### src/rtl/etr_pkg.sv
package etr_pkg;
    localparam int CLS_W     = 3;
    localparam int OP_W      = 3;
    localparam int NUM_CLS   = 7;
    localparam int NUM_TRAPS = 4;

    typedef enum logic [CLS_W-1:0] {
        CLS_CE_LOCAL = 3'd0,
        CLS_UE_LOCAL = 3'd1,
        CLS_UE_BDATA = 3'd2,
        CLS_UE_TAG   = 3'd3,
        CLS_TIMEOUT  = 3'd4,
        CLS_BUSERR   = 3'd5,
        CLS_CE_BUS   = 3'd6,
        CLS_NONE     = 3'd7
    } cls_e;

    typedef enum logic [OP_W-1:0] {
        OP_LOAD   = 3'd0,
        OP_IFETCH = 3'd1,
        OP_ATOMIC = 3'd2,
        OP_MERGE  = 3'd3,
        OP_WBACK  = 3'd4,
        OP_COPY   = 3'd5,
        OP_VFETCH = 3'd6,
        OP_RSVD   = 3'd7
    } op_e;

    // trap vector bit positions
    localparam int T_DISR = 0;
    localparam int T_DACC = 1;
    localparam int T_IACC = 2;
    localparam int T_FAST = 3;

    // control register bit positions
    localparam int B_EN_CE   = 0;
    localparam int B_EN_NC   = 1;
    localparam int B_EN_FAST = 3;
    localparam int B_FD_LO   = 4;
    localparam int FD_W      = 9;
    localparam int B_FD_VLD  = B_FD_LO + FD_W;
    localparam int B_FT_LO   = B_FD_VLD + 1;
    localparam int FT_W      = 4;
    localparam int B_FT_VLD  = B_FT_LO + FT_W;
endpackage

### src/rtl/etr_lane_route.sv
module etr_lane_route
    import etr_pkg::*;
(
    input  logic                 vld,
    input  logic [CLS_W-1:0]     cls,
    input  logic [OP_W-1:0]      op,
    input  logic                 en_ce,
    input  logic                 en_nc,
    input  logic                 en_fast,
    output logic [NUM_TRAPS-1:0] req,
    output logic [NUM_CLS-1:0]   hit
);
    logic is_fetch, is_load, is_late;

    always_comb begin
        is_fetch = 1'b0;
        is_load  = 1'b0;
        is_late  = 1'b0;
        unique case (op_e'(op))
            OP_IFETCH, OP_VFETCH:     is_fetch = 1'b1;
            OP_LOAD, OP_ATOMIC:       is_load  = 1'b1;
            OP_MERGE, OP_WBACK, OP_COPY: is_late = 1'b1;
            default: ;
        endcase
    end

    always_comb begin
        req = '0;
        hit = '0;
        if (vld) begin
            unique case (cls_e'(cls))
                CLS_CE_LOCAL, CLS_UE_LOCAL: begin
                    hit[cls] = 1'b1;
                    req[T_FAST] = en_fast && (is_fetch || is_load);
                end
                CLS_UE_BDATA, CLS_UE_TAG, CLS_TIMEOUT, CLS_BUSERR: begin
                    hit[cls] = 1'b1;
                    req[T_IACC] = en_nc && is_fetch;
                    req[T_DACC] = en_nc && is_load;
                    req[T_DISR] = en_nc && is_late;
                end
                CLS_CE_BUS: begin
                    hit[cls] = 1'b1;
                    req[T_DISR] = en_ce;
                end
                default: ;
            endcase
        end
    end
endmodule

### src/rtl/etr_cfg_reg.sv
module etr_cfg_reg
    import etr_pkg::*;
#(
    parameter int REG_W = 32
) (
    input  logic             clk,
    input  logic             rst_n,
    input  logic             wr,
    input  logic [REG_W-1:0] wdata,
    output logic [REG_W-1:0] cfg_q
);
    localparam logic [REG_W-1:0] KEEP =
        (REG_W'(1) << B_EN_CE) | (REG_W'(1) << B_EN_NC) | (REG_W'(1) << B_EN_FAST) |
        (((REG_W'(1) << (B_FT_VLD + 1)) - 1) & ~((REG_W'(1) << B_FD_LO) - 1));

    always_ff @(posedge clk or negedge rst_n) begin
        if (!rst_n)  cfg_q <= '0;
        else if (wr) cfg_q <= wdata & KEEP;
    end
endmodule

### src/rtl/etr_status_reg.sv
module etr_status_reg
    import etr_pkg::*;
(
    input  logic               clk,
    input  logic               rst_n,
    input  logic               clr_en,
    input  logic [NUM_CLS-1:0] clr_bits,
    input  logic [NUM_CLS-1:0] set_bits,
    output logic [NUM_CLS-1:0] sts_q
);
    logic [NUM_CLS-1:0] clr_mask;

    always_comb clr_mask = clr_en ? clr_bits : '0;

    always_ff @(posedge clk or negedge rst_n) begin
        if (!rst_n) sts_q <= '0;
        else        sts_q <= (sts_q & ~clr_mask) | set_bits;
    end
endmodule

### src/rtl/err_trap_router.sv
module err_trap_router
    import etr_pkg::*;
#(
    parameter int NUM_LANES = 2,
    parameter int REG_W     = 32
) (
    input  logic                       clk,
    input  logic                       rst_n,
    input  logic [NUM_LANES-1:0]       evt_valid,
    input  logic [CLS_W*NUM_LANES-1:0] evt_cls,
    input  logic [OP_W*NUM_LANES-1:0]  evt_op,
    input  logic                       reg_wr,
    input  logic                       reg_addr,
    input  logic [REG_W-1:0]           reg_wdata,
    output logic [REG_W-1:0]           reg_rdata,
    output logic                       trap_fast,
    output logic                       trap_iacc,
    output logic                       trap_dacc,
    output logic                       trap_disr,
    output logic [FD_W-1:0]            frc_data_val,
    output logic                       frc_data_vld,
    output logic [FT_W-1:0]            frc_tag_val,
    output logic                       frc_tag_vld
);
    localparam int PAD_W = REG_W - NUM_CLS;

    logic [REG_W-1:0]     cfg_q;
    logic [NUM_CLS-1:0]   sts_q;
    logic [NUM_TRAPS-1:0] lane_req [NUM_LANES];
    logic [NUM_CLS-1:0]   lane_hit [NUM_LANES];
    logic [NUM_TRAPS-1:0] req_any;
    logic [NUM_CLS-1:0]   hit_any;
    logic [NUM_TRAPS-1:0] trap_q;

    etr_cfg_reg #(.REG_W(REG_W)) cfg_i (
        .clk   (clk),
        .rst_n (rst_n),
        .wr    (reg_wr && !reg_addr),
        .wdata (reg_wdata),
        .cfg_q (cfg_q)
    );

    for (genvar g = 0; g < NUM_LANES; g++) begin : g_lane
        etr_lane_route route_i (
            .vld     (evt_valid[g]),
            .cls     (evt_cls[g*CLS_W +: CLS_W]),
            .op      (evt_op[g*OP_W +: OP_W]),
            .en_ce   (cfg_q[B_EN_CE]),
            .en_nc   (cfg_q[B_EN_NC]),
            .en_fast (cfg_q[B_EN_FAST]),
            .req     (lane_req[g]),
            .hit     (lane_hit[g])
        );
    end

    always_comb begin
        req_any = '0;
        hit_any = '0;
        for (int i = 0; i < NUM_LANES; i++) begin
            req_any = req_any | lane_req[i];
            hit_any = hit_any | lane_hit[i];
        end
    end

    etr_status_reg sts_i (
        .clk      (clk),
        .rst_n    (rst_n),
        .clr_en   (reg_wr && reg_addr),
        .clr_bits (reg_wdata[NUM_CLS-1:0]),
        .set_bits (hit_any),
        .sts_q    (sts_q)
    );

    always_ff @(posedge clk or negedge rst_n) begin
        if (!rst_n) trap_q <= '0;
        else        trap_q <= req_any;
    end

    always_comb begin
        trap_fast    = trap_q[T_FAST];
        trap_iacc    = trap_q[T_IACC];
        trap_dacc    = trap_q[T_DACC];
        trap_disr    = trap_q[T_DISR];
        frc_data_val = cfg_q[B_FD_LO +: FD_W];
        frc_data_vld = cfg_q[B_FD_VLD];
        frc_tag_val  = cfg_q[B_FT_LO +: FT_W];
        frc_tag_vld  = cfg_q[B_FT_VLD];
        reg_rdata    = reg_addr ? {{PAD_W{1'b0}}, sts_q} : cfg_q;
    end
endmodule

### config.mk
export PLATFORM = sky130hd
export DESIGN_NAME = err_trap_router
export DESIGN_NICKNAME = d
export VERILOG_FILES = /design/src/rtl/etr_pkg.sv /design/src/rtl/etr_lane_route.sv /design/src/rtl/etr_cfg_reg.sv /design/src/rtl/etr_status_reg.sv /design/src/rtl/err_trap_router.sv
export SDC_FILE = /design/constraint.sdc
export NUM_CORES = 1
export LEC_CHECK = 0
export BUFFER_PORTS_ARGS = -buffer_cell sky130_fd_sc_hd__buf_2
export CORE_UTILIZATION = 45
export DETAILED_ROUTE_END_ITERATION = 10
export GPL_TIMING_DRIVEN = 0
export PLACE_DENSITY = 0.83
export SETUP_SLACK_MARGIN = 0.4
export SYNTH_ARGS = -nofsm -noshare
export SYNTH_HDL_FRONTEND = slang
export SYNTH_SLANG_ARGS = --single-unit
### constraint.sdc
create_clock -name clk -period 1.7 [get_ports clk]
set_input_delay 0.085 -clock clk [delete_from_list [all_inputs] [get_ports clk]]
set_output_delay 0.085 -clock clk [all_outputs]
set_load 0.03 [all_outputs]
# After elaboration in Yosys (flattened, before gate mapping)
# Index checks and enable logic that the tools add are counted.
dict set report classes {
  magnitude_cmp 4
  eq_ne 24
  n_mux 24
  n_bitwise 5
  reduce_logical 31
}
# operator n
set op_table {}
lappend op_table {{$eq A3 B3 Y1 const B} 12}
lappend op_table {{$mux W7} 5}
lappend op_table {{$eq A3 B2 Y1 const B} 8}
lappend op_table {{$mux W19} 1}
lappend op_table {{$or A7 B7 Y7} 2}
lappend op_table {{$reduce_or A7 Y1} 2}
lappend op_table {{$eq A3 B1 Y1 const B} 4}
lappend op_table {{$logic_and A1 B1 Y1} 12}
lappend op_table {{$logic_not A3 Y1} 4}
lappend op_table {{$reduce_or A2 Y1} 6}
lappend op_table {{$mux W1} 10}
lappend op_table {{$lt A3 B4 Y1 const B} 2}
lappend op_table {{$mux W4} 2}
lappend op_table {{$reduce_or A4 Y1} 2}
lappend op_table {{$and A7 B7 Y7} 1}
lappend op_table {{$not A7 Y7} 1}
lappend op_table {{$demux W1 S3} 2}
lappend op_table {{$ge A3 B1 Y1 const B} 2}
lappend op_table {{$reduce_or A3 Y1} 2}
lappend op_table {{$mux W2} 2}
lappend op_table {{$or A4 B4 Y4} 1}
lappend op_table {{$pmux W1 S2} 2}
lappend op_table {{$logic_or A1 B1 Y1} 2}
lappend op_table {{$logic_not A1 Y1} 1}
dict set report word_totals {
  regBits 29
  out_inout_bits 51
  word_cells 91
}

# Logic depth before layout (Yosys ltp)
dict set report logic_depth {
  depth_word 8
  depth_mapped 5
  mapped_depth_nobuf 3
}

# Hierarchy
# A second synthesis with hierarchy kept.
dict set report unflattened {
  cells_unflattened 171
  area_unflattened_um2 1875.5
}
# mod n_inst cells_each area_each_um2 seq_area_each_um2
set by_module_without_submodules {}
lappend by_module_without_submodules {etr_cfg_reg 1 53 830.8 450.4}
lappend by_module_without_submodules {err_trap_router 1 53 473.0 100.1}
lappend by_module_without_submodules {etr_status_reg 1 21 254.0 175.2}
lappend by_module_without_submodules {{etr_lane_route at g_lane[1].route_i} 1 20 165.2 0.0}
lappend by_module_without_submodules {{etr_lane_route at g_lane[0].route_i} 1 24 152.6 0.0}

# Worst setup path before layout
# No wires, ideal clock.
dict set report synth_path {
  path_kind {flip-flop to output port}
  startpoint {register cfg_i.cfg_q[10]}
  endpoint {output port reg_rdata[10]}
  t_arrival_ns 1.015
  t_required_ns 1.615
  path_slack_ns 0.600
  path_stages_with_launch 2
  path_cell_list {dfrtp_1 nor2b_1}
}
dict set report synth_between {
  elab_chain_len 1
}
# item line
set synth_lines {}
lappend synth_lines {{from (decl)} etr_cfg_reg.sv:10} ;# output logic [REG_W-1:0] cfg_q
lappend synth_lines {{from (signal assigned)} etr_cfg_reg.sv:18} ;# else if (wr) cfg_q <= wdata & KEEP;
lappend synth_lines {{$mux W19} err_trap_router.sv:88} ;# reg_rdata = reg_addr ? {{PAD_W{1'b0}}, sts_q} : cfg_q;
lappend synth_lines {{to (decl)} err_trap_router.sv:15} ;# output logic [REG_W-1:0] reg_rdata,
# Every way passes these cells.

# Worst setup path in the final report
dict set report layout_path {
  startpoint {register cfg_i.cfg_q[1]}
  endpoint {output port reg_rdata[1]}
}
# Same word-level chain as after synthesis.

==> results by group <==
STA
  • Pins Over Slew Limit: 0
  • Setup ws final: 0.467 ns
  • Count of final setup violators: 0
  • Slew @ Worst Pin: 0.650 ns
  • RSZ-0062 raised after global routing: false
  • WHS: 0.0436 ns
  • Final Hold Viols: 0
  • Highest clock rate: 811 MHz
  • Final setup TNS: 0 ns
  • Final min period: 1.23 ns
  • Final Skew: 0.00445 ns
  • Tcrit/Tclk final: 72.5%
  • Worst rel slew slack: 56.7%

Placement
  • I/O Buffers: 72
  • Detail Placement HPWL: 2810 um
  • Placer Congestion: 0.932
  • Setup WS pre-CTS: 0.615 ns
  • Placed insts: 276

Clocking
  • TritonCTS clock tree: built
  • Cts bufs inserted: 5
  • Clock Latency Late Sink: 0.27 ns
  • # H-tree levels: 2
  • Worst-path clk slew: 0.06 ns
  • Root buffer cell: clkbuf_8
  • CTS Buffer Depth: 2
  • Clock sink total: 29
  • Post-cts sizing count: 0

Drt
  • Antenna Nets Post-Route: 0
  • Drt wl/cell: 12.8 um
  • Final wirelength: 3640 um
  • Drt first pass iters: 6
  • DRT iter0 DRCs: 32
  • Vias/cell: 4.92
  • Via Count: 1,396
  • # DRC: 0

Worst setup path
  • Kind of critical path: flip-flop to output pin
  • Crit path DAT: 1.15 ns
  • Worst setup SP type: flip-flop
  • CP endpoint kind: output pin
  • Critical Path RT: 1.62 ns
  • CP Max Fanout: 6

Global routing
  • GRT Residual Overflow: 0
  • First-pass GRT wire length: 5810 um
  • GR Util met2: 33.2%
  • GR Util All Layers: 18.9%
  • Largest net degree at the start of global routing: 30
  • GR peak layer: met2
  • Met3 GRT Util: 5.80%
  • Initial antenna violation count: 0
  • Vias in the first global route: 1,310
  • Grt met1 use: 21.7%

Finish
  • NumNets Final: 288
  • Share of layout cells above drive strength 1: 50.8%
  • Inserted Diodes: 0
  • Non-filler cells in the finished layout: 284
  • Area delta synth->final: 33.0%

Logic synthesis
  • Syn avg cell area: 11.6 um2
  • Post-synthesis cell type count: 33
  • #FFs+latches synth: 29
  • Post-synth design cell area: 1690 um2
  • YS warnings: 0
  • Synth Instances: 146
  • Sequential element share of the synthesized area: 42.8%

Pwr
  • Leak Pwr: 1.17 nW
  • Maximum vdd drop: 653 uV
  • Power per cell area: 961 nW/um2

Die
  • Rows: 21
  • DIE WIDTH: 63.4 um
  • Die Footprint: 4010 um2
  • Ports: 101
  • Core Box Area: 3470 um2
  • Starting density of the core: 48.8%
  • Die height: 63.4 um

Run
  • MaxCap Viol Count: 0

Run status
  • Outcome: complete, no violations

Worst hold path
  • HP Class: primary input to flip-flop
[synthesized netlist by cell type (all sizes together)]
library cell	instances	share of area [%]
dfrtp	29	43
mux2	24	18
buf	18	9.2
nor2b	16	6.4
nand3	9	2.7
a21oi	4	1.2
and3b	4	2.1
and4b	4	2.4
nor3b	4	1.8
inv	3	0.66
nand2	3	0.66
o21ai	3	0.89
a21boi	2	0.89
a22oi	2	0.89
mux2i	2	1.2
nor2	2	0.44
nor4bb	2	1.2
o2111ai	2	1.0
o211ai	2	0.89
o31ai	2	0.89
xor2	2	1.0
a211o	1	0.52
a221o	1	0.59
a31oi	1	0.37
and2	1	0.37
clkbuf	1	0.22
conb	1	0.22
nand3b	1	0.44
[metal layers]
metal	wire length, um	vias to the layer above
met3	360	6
met5	0	-
met2	1830	82
li1	-	680
met1	1440	628
met4	20	0
[flip-flops by register name (all words and copies together) (netlist names)]
| name | cells |
|---|---|
| trap_q | 4 |
| cfg_i.cfg_q | 18 |
| sts_i.sts_q | 7 |
[metrics by stage]
stage / total power (W) / util [%] / cell area (um2)
after detailed placement: 0.00163 / 62.2 / 2160
after global routing: 0.00228 / 65.0 / 2250
final: 0.00217 / 65.0 / 2250
after CTS: 0.00220 / 65.0 / 2250
after floorplan: 0.00140 / - / 1740
after global placement: 0.00162 / 62.2 / 2160
[worst max-delay path, stage by stage, from the launching register on]
cell,delay (ns)
dfrtp_1,0.43
mux2_2,0.28
buf_2,0.17
[final cells by class]
type / instances / area (um2)
Buffer: 19 / 160
Clock buffer: 7 / 86.3
Fill cell: 304 / 1210
Inverter: 3 / 11.3
Multi-Input combinational cell: 107 / 842
Sequential cell: 29 / 726
Tap cell: 46 / 57.6
Timing Repair Buffer: 73 / 370
[placed cells by master (no fill, tap or decap)]
cell type / count
and4b_1: 4
o31ai_1: 2
clkbuf_8: 6
mux2_4: 10
nor4bb_1: 2
xor2_1: 2
a211o_1: 1
a21oi_1: 4
o211ai_1: 2
a221o_1: 1
dfrtp_1: 29
buf_6: 3
mux2_2: 14
mux2i_1: 2
buf_12: 1
inv_1: 3
clkbuf_1: 2
nand3_1: 9
nor2b_4: 1
conb_1: 13
and3b_1: 4
nand3b_1: 1
o2111ai_1: 2
a22oi_1: 2
a21boi_0: 2
nor2_1: 2
nor3b_1: 4
buf_2: 73
a31oi_1: 1
nand2_1: 3
nor2b_1: 15
o21ai_0: 3
and2_1: 1
buf_4: 13
dlygate4sd3_1: 1
[cells by family (layout without fill, tap and decap cells)]
| group | Yosys count | after routing | synth area share, % |
|---|---|---|---|
| simple gates | 46 | 46 | 18.3 |
| other cells | 1 | 13 | 0.221 |
| buf+inv | 22 | 102 | 10.1 |
| compound gates | 20 | 20 | 8.12 |
| mux | 26 | 26 | 19.3 |
| flops | 29 | 29 | 42.8 |
| xor+xnor | 2 | 2 | 1.03 |
[worst paths after layout]
path                                   endpoint  slack [ns]            from  depth (start not counted)
worst max-delay path               reg_rdata[1]        0.47  cfg_i.cfg_q[1]                          2
worst min-delay path             cfg_i.cfg_q[7]        0.04    reg_wdata[7]                          2
worst max register to register   sts_i.sts_q[0]        0.86  sts_i.sts_q[0]                          3
worst min register to register   sts_i.sts_q[3]        0.49  sts_i.sts_q[3]                          2
max in group asynchronous       cfg_i.cfg_q[10]        0.90           rst_n                          2
min in group asynchronous       cfg_i.cfg_q[17]        0.37           rst_n                          2
[what timing repair did]
action                                 CTS  global route
endpoints found under the hold margin   29             0
buffers inserted                         0             0
hold buffers                             1             0
[power breakdown]
part           internal, W  switching, W  total, W
logic             0.000301      0.000461  0.000762
registers         0.000791     0.0000637  0.000855
clock network     0.000320      0.000229  0.000549
Note: power is estimated with default switching activity, not from simulation.
